File: config.mk
export PLATFORM = sky130hd
export DESIGN_NAME = dmem_route
export DESIGN_NICKNAME = d
export VERILOG_FILES = /design/src/rtl/dmem_route_pkg.sv /design/src/rtl/dmem_int_dec.sv /design/src/rtl/dmem_ext_dec.sv /design/src/rtl/dmem_out_reg.sv /design/src/rtl/dmem_route.sv
export SDC_FILE = /design/constraint.sdc
export NUM_CORES = 1
export LEC_CHECK = 0
export CORE_MARGIN = 3
export CORE_UTILIZATION = 47
export CTS_CLUSTER_SIZE = 25
export DETAILED_ROUTE_END_ITERATION = 12
export HOLD_SLACK_MARGIN = 0.06
export PLACE_DENSITY = 0.9
export SYNTH_ARGS = -nofsm -noshare
export SYNTH_HDL_FRONTEND = slang
export SYNTH_HIERARCHICAL = 1
export SYNTH_SLANG_ARGS = --single-unit
File: constraint.sdc
create_clock -name clk -period 0.8 [get_ports clk]
set_clock_uncertainty 0.2 [all_clocks]
set_input_delay 0.08 -clock clk [delete_from_list [all_inputs] [get_ports clk]]
set_output_delay 0.08 -clock clk [all_outputs]
set_load 0.05 [all_outputs]
File: src/rtl/dmem_route_pkg.sv
package dmem_route_pkg;

  localparam logic [1:0] ACC_DIRECT   = 2'b00;
  localparam logic [1:0] ACC_INDIRECT = 2'b01;
  localparam logic [1:0] ACC_XMOVE    = 2'b10;
  localparam logic [1:0] ACC_RSVD     = 2'b11;

  localparam int TGT_N    = 5;
  localparam int TGT_LOW  = 0;
  localparam int TGT_UP   = 1;
  localparam int TGT_SFR  = 2;
  localparam int TGT_XRAM = 3;
  localparam int TGT_EXT  = 4;

  // Internal space target for the low address byte under a given access kind.
  function automatic logic [TGT_N-1:0] int_target(input logic [1:0] kind, input logic [7:0] a);
    logic [TGT_N-1:0] s;
    s = '0;
    if (!a[7])                  s[TGT_LOW] = 1'b1;
    else if (kind == ACC_INDIRECT) s[TGT_UP] = 1'b1;
    else                        s[TGT_SFR] = 1'b1;
    return s;
  endfunction

  // An external move lands on chip only when enabled and below the limit.
  function automatic logic xram_hit(input logic [15:0] a, input logic off, input int unsigned limit);
    return !off && (32'(a) < limit);
  endfunction

endpackage

File: src/rtl/dmem_int_dec.sv
module dmem_int_dec
  import dmem_route_pkg::*;
#(
  parameter int ADDR_W = 16
) (
  input  logic [1:0]        kind,
  input  logic [7:0]        addr_lo,
  output logic [TGT_N-1:0]  sel,
  output logic [ADDR_W-1:0] loc
);
  always_comb begin
    sel = int_target(kind, addr_lo);
    loc = '0;
    if (sel[TGT_SFR]) loc[7:0] = addr_lo;
    else              loc[6:0] = addr_lo[6:0];
  end
endmodule

File: src/rtl/dmem_ext_dec.sv
module dmem_ext_dec
  import dmem_route_pkg::*;
#(
  parameter int ADDR_W     = 16,
  parameter int XRAM_BYTES = 768
) (
  input  logic [ADDR_W-1:0] addr,
  input  logic              xram_off,
  output logic [TGT_N-1:0]  sel,
  output logic [ADDR_W-1:0] loc
);
  localparam int XRAM_AW = $clog2(XRAM_BYTES);

  logic on_chip;

  always_comb begin
    on_chip = xram_hit(16'(addr), xram_off, XRAM_BYTES);
    sel = '0;
    loc = addr;
    if (on_chip) begin
      sel[TGT_XRAM] = 1'b1;
      loc = '0;
      loc[XRAM_AW-1:0] = addr[XRAM_AW-1:0];
    end else begin
      sel[TGT_EXT] = 1'b1;
    end
  end
endmodule

File: src/rtl/dmem_out_reg.sv
module dmem_out_reg #(
  parameter int W = 8
) (
  input  logic         clk,
  input  logic         rst_n,
  input  logic [W-1:0] d,
  output logic [W-1:0] q
);
  always_ff @(posedge clk or negedge rst_n) begin
    if (!rst_n) q <= '0;
    else        q <= d;
  end
endmodule

File: src/rtl/dmem_route.sv
module dmem_route
  import dmem_route_pkg::*;
#(
  parameter int ADDR_W     = 16,
  parameter int XRAM_BYTES = 768
) (
  input  logic              clk,
  input  logic              rst_n,
  input  logic [ADDR_W-1:0] addr,
  input  logic [1:0]        acc_type,
  input  logic              rd,
  input  logic              wr,
  input  logic              xram_off,
  output logic [TGT_N-1:0]  tgt_sel,
  output logic [ADDR_W-1:0] loc_addr
);
  localparam int OUT_W = TGT_N + ADDR_W;

  logic              strobe;
  logic              int_go;
  logic              ext_go;
  logic [TGT_N-1:0]  int_sel, ext_sel, nxt_sel;
  logic [ADDR_W-1:0] int_loc, ext_loc, nxt_loc;

  assign strobe = rd | wr;
  assign int_go = strobe && (acc_type == ACC_DIRECT || acc_type == ACC_INDIRECT);
  assign ext_go = strobe && (acc_type == ACC_XMOVE);

  dmem_int_dec #(.ADDR_W(ADDR_W)) u_int (
    .kind    (acc_type),
    .addr_lo (addr[7:0]),
    .sel     (int_sel),
    .loc     (int_loc)
  );

  dmem_ext_dec #(.ADDR_W(ADDR_W), .XRAM_BYTES(XRAM_BYTES)) u_ext (
    .addr     (addr),
    .xram_off (xram_off),
    .sel      (ext_sel),
    .loc      (ext_loc)
  );

  always_comb begin
    nxt_sel = '0;
    nxt_loc = '0;
    if (int_go) begin
      nxt_sel = int_sel;
      nxt_loc = int_loc;
    end else if (ext_go) begin
      nxt_sel = ext_sel;
      nxt_loc = ext_loc;
    end
  end

  dmem_out_reg #(.W(OUT_W)) u_oreg (
    .clk   (clk),
    .rst_n (rst_n),
    .d     ({nxt_sel, nxt_loc}),
    .q     ({tgt_sel, loc_addr})
  );
endmodule

==> impl_metrics.json <==
{
  "postRouteAntennaNets": 0,
  "crit_family": "flip-flops",
  "fillers": 228,
  "met2_usage_pct": 28.5,
  "seq_area_frac_synth_pct": 34.4,
  "clock_sinks": 21,
  "htreeDepth": 1,
  "totalWireLength_um": 2840,
  "placementRows": 20,
  "num_vias": 1002,
  "via_per_inst": 4.84,
  "cts.clk_slew.worst_paths_ps": 120,
  "reg_top3": "u_oreg/q (21)",
  "timing.hold.ws_ps": -175,
  "ys_types": 17,
  "failed_checks": "hold timing, setup timing",
  "drt_iter0_drc": 17,
  "drive_above_1_share_pct": 65.6,
  "grt_usage_pct": 15.0,
  "crit_arrival_ps": 900,
  "gr-total-overflow": 0,
  "cp-startpoint": "u_oreg/q[6]$_DFF_PN0_",
  "grt_pass1_vias": 1045,
  "cp.buffers_inverters": 1,
  "fin_util_pct": 67.6,
  "cp.required_ps": 520,
  "slew_viol_final": 0,
  "placed_cell_area_um2": 2020,
  "hpwl_um": 2170,
  "yosys_warnings": 6,
  "die_w_um": 63.0,
  "syn2layout_area_growth_pct": 36.2,
  "power_density_nw_per_um2": 1460,
  "fin_crit_sh_pct": 148,
  "fin_area_um2": 2080,
  "final_common_cell": "buf_12",
  "antenna_found_initial": 0,
  "drtPass1Iterations": 4,
  "grt_setup_unrepaired": "yes",
  "cts_root_buf": "clkbuf_4",
  "hold_viol": 32,
  "avgSynthCellArea_um2": 10.6,
  "largest_register_ffs": 21,
  "die_height_um": 63.0,
  "coreArea_um2": 3080,
  "io_buffers": 43,
  "post-route-min-period_ps": 1180,
  "cp_max_fo": 1,
  "crit_path_end": "loc_addr[6]",
  "cts_setup_buffers": 0,
  "max-vdd-ir-drop_mv": 0.867,
  "use_met1_pct": 15.8,
  "path_cells": "buf_12",
  "grt_first_pass_wirelength_um": 4730,
  "layout_common_cells": "buf_12 (24), nand2b_1 (21), a21oi_2 (21), o22ai_2 (20), dfrtp_2 (20)",
  "wl_per_cell_um": 13.7,
  "top_register": "u_oreg/q",
  "ys_ff_latch": 21,
  "timing.max_cap.violations": 0,
  "tritoncts": "done",
  "die_area_um2": 3970,
  "hold_path_class": "input pin to register",
  "worst-path-stages": 1,
  "ios": 44,
  "critical_path_class": "register to output pin",
  "layout.nets": 187,
  "max_freq_mhz": 845,
  "grt_max_degree": 28,
  "status": "finished, violations left",
  "diodes": 0,
  "netlist_instances": 144,
  "cpMaxStageDelayCell": "dfrtp_2",
  "fin_ws_ps": -384,
  "p_leak_nw": 0.870,
  "cts_max_path_buffers": 2,
  "cts_buffers": 3,
  "drc_errors": 0,
  "cpPeakStageDelay_ps": 450,
  "start_util_pct": 49.6,
  "start_kind": "register",
  "synthesis.area_um2": 1530,
  "met3_usage_pct": 2.52,
  "post-place-ws_ps": -763,
  "setup_viol": 22,
  "gp_congestion": 0.719,
  "grt_busiest_layer": "met2",
  "crit_path_end_kind": "output pin",
  "min_from": "addr[10]"
}
==> cell type report <==
| class | count | area [um2] | share of cell area [%] |
|---|---|---|---|
| Clock buffer | 3 | 22.5 | 1.08 |
| Clock inverter | 1 | 5.00 | 0.241 |
| Inverter | 2 | 7.51 | 0.361 |
| Multi-Input combinational cell | 83 | 684 | 32.9 |
| Sequential cell | 21 | 551 | 26.5 |
| Tap cell | 44 | 55.1 | 2.65 |
| Timing Repair Buffer | 53 | 754 | 36.3 |
==> cells in the mapped netlist <==
cell,count,share of area (%)
dfrtp_1,21,34
nor3_1,1,0.33
a21oi_2,20,11
a21oi_1,2,0.66
nand3_1,1,0.33
buf_12,2,2.6
o22ai_1,1,0.41
inv_1,2,0.49
nor4_2,1,0.82
clkbuf_1,8,2.0
and3_1,2,0.82
buf_4,36,18
conb_1,2,0.49
o22ai_2,20,16
nand2_1,1,0.25
buf_6,3,2.2
nand2b_1,21,8.6
==> worst min path at each step <==
| stage | endpoint | cells after the start |
|---|---|---|
| global placement | u_oreg/q[19]$_DFF_PN0_ | 2 |
| global route | u_oreg/q[10]$_DFF_PN0_ | 3 |
| floorplan | u_oreg/q[0]$_DFF_PN0_ | 0 |
| detailed placement | u_oreg/q[9]$_DFF_PN0_ | 2 |
| CTS | u_oreg/q[10]$_DFF_PN0_ | 3 |
| finish | u_oreg/q[10]$_DFF_PN0_ | 3 |
==> where the power goes <==
part | internal (mW) | total [mW] | leakage, nW | switching (mW)
sequential | 1.16 | 1.24 | 0.237 | 0.0742
combinational | 0.627 | 1.27 | 0.615 | 0.642
clock | 0.187 | 0.519 | 0.0177 | 0.332
total | 1.98 | 3.03 | 0.870 | 1.05
==> through the flow <==
step / instances / setup TNS [ps] / total power, mW
2_1_floorplan: 155 / -347 / 2.02
3_3_place_gp: 201 / -12380 / 2.49
6_report: 207 / -7730 / 3.03
4_1_cts: 207 / -7980 / 3.05
3_5_place_dp: 201 / -13120 / 2.52
5_1_grt: 207 / -8320 / 3.15
==> per-layer routing <==
layer | part of all wire [%] | vias to the layer above
met2 | 55 | 30
met5 | 0 | -
met1 | 39 | 487
met3 | 3.9 | 8
li1 | - | 477
met4 | 2.7 | 0
==> logic make-up (layout without fill, tap and decap cells) <==
| family | count (synthesis) | count (layout) | synth area share [%] |
|---|---|---|---|
| other cells | 2 | 13 | 0.492 |
| simple gates | 27 | 27 | 11.1 |
| buf+inv | 51 | 59 | 25.0 |
| flops | 21 | 21 | 34.4 |
| compound gates | 43 | 43 | 28.9 |
==> repair_timing <==
action | 4_1_cts | 5_1_grt
endpoints found under the setup margin | 42 | 33
cloned | 2 | 0
resized for setup | 33 | 12
pin swaps | 6 | 4
hold endpoints to repair | 40 | 40
No activity file was read; power rests on OpenSTA's default activity.
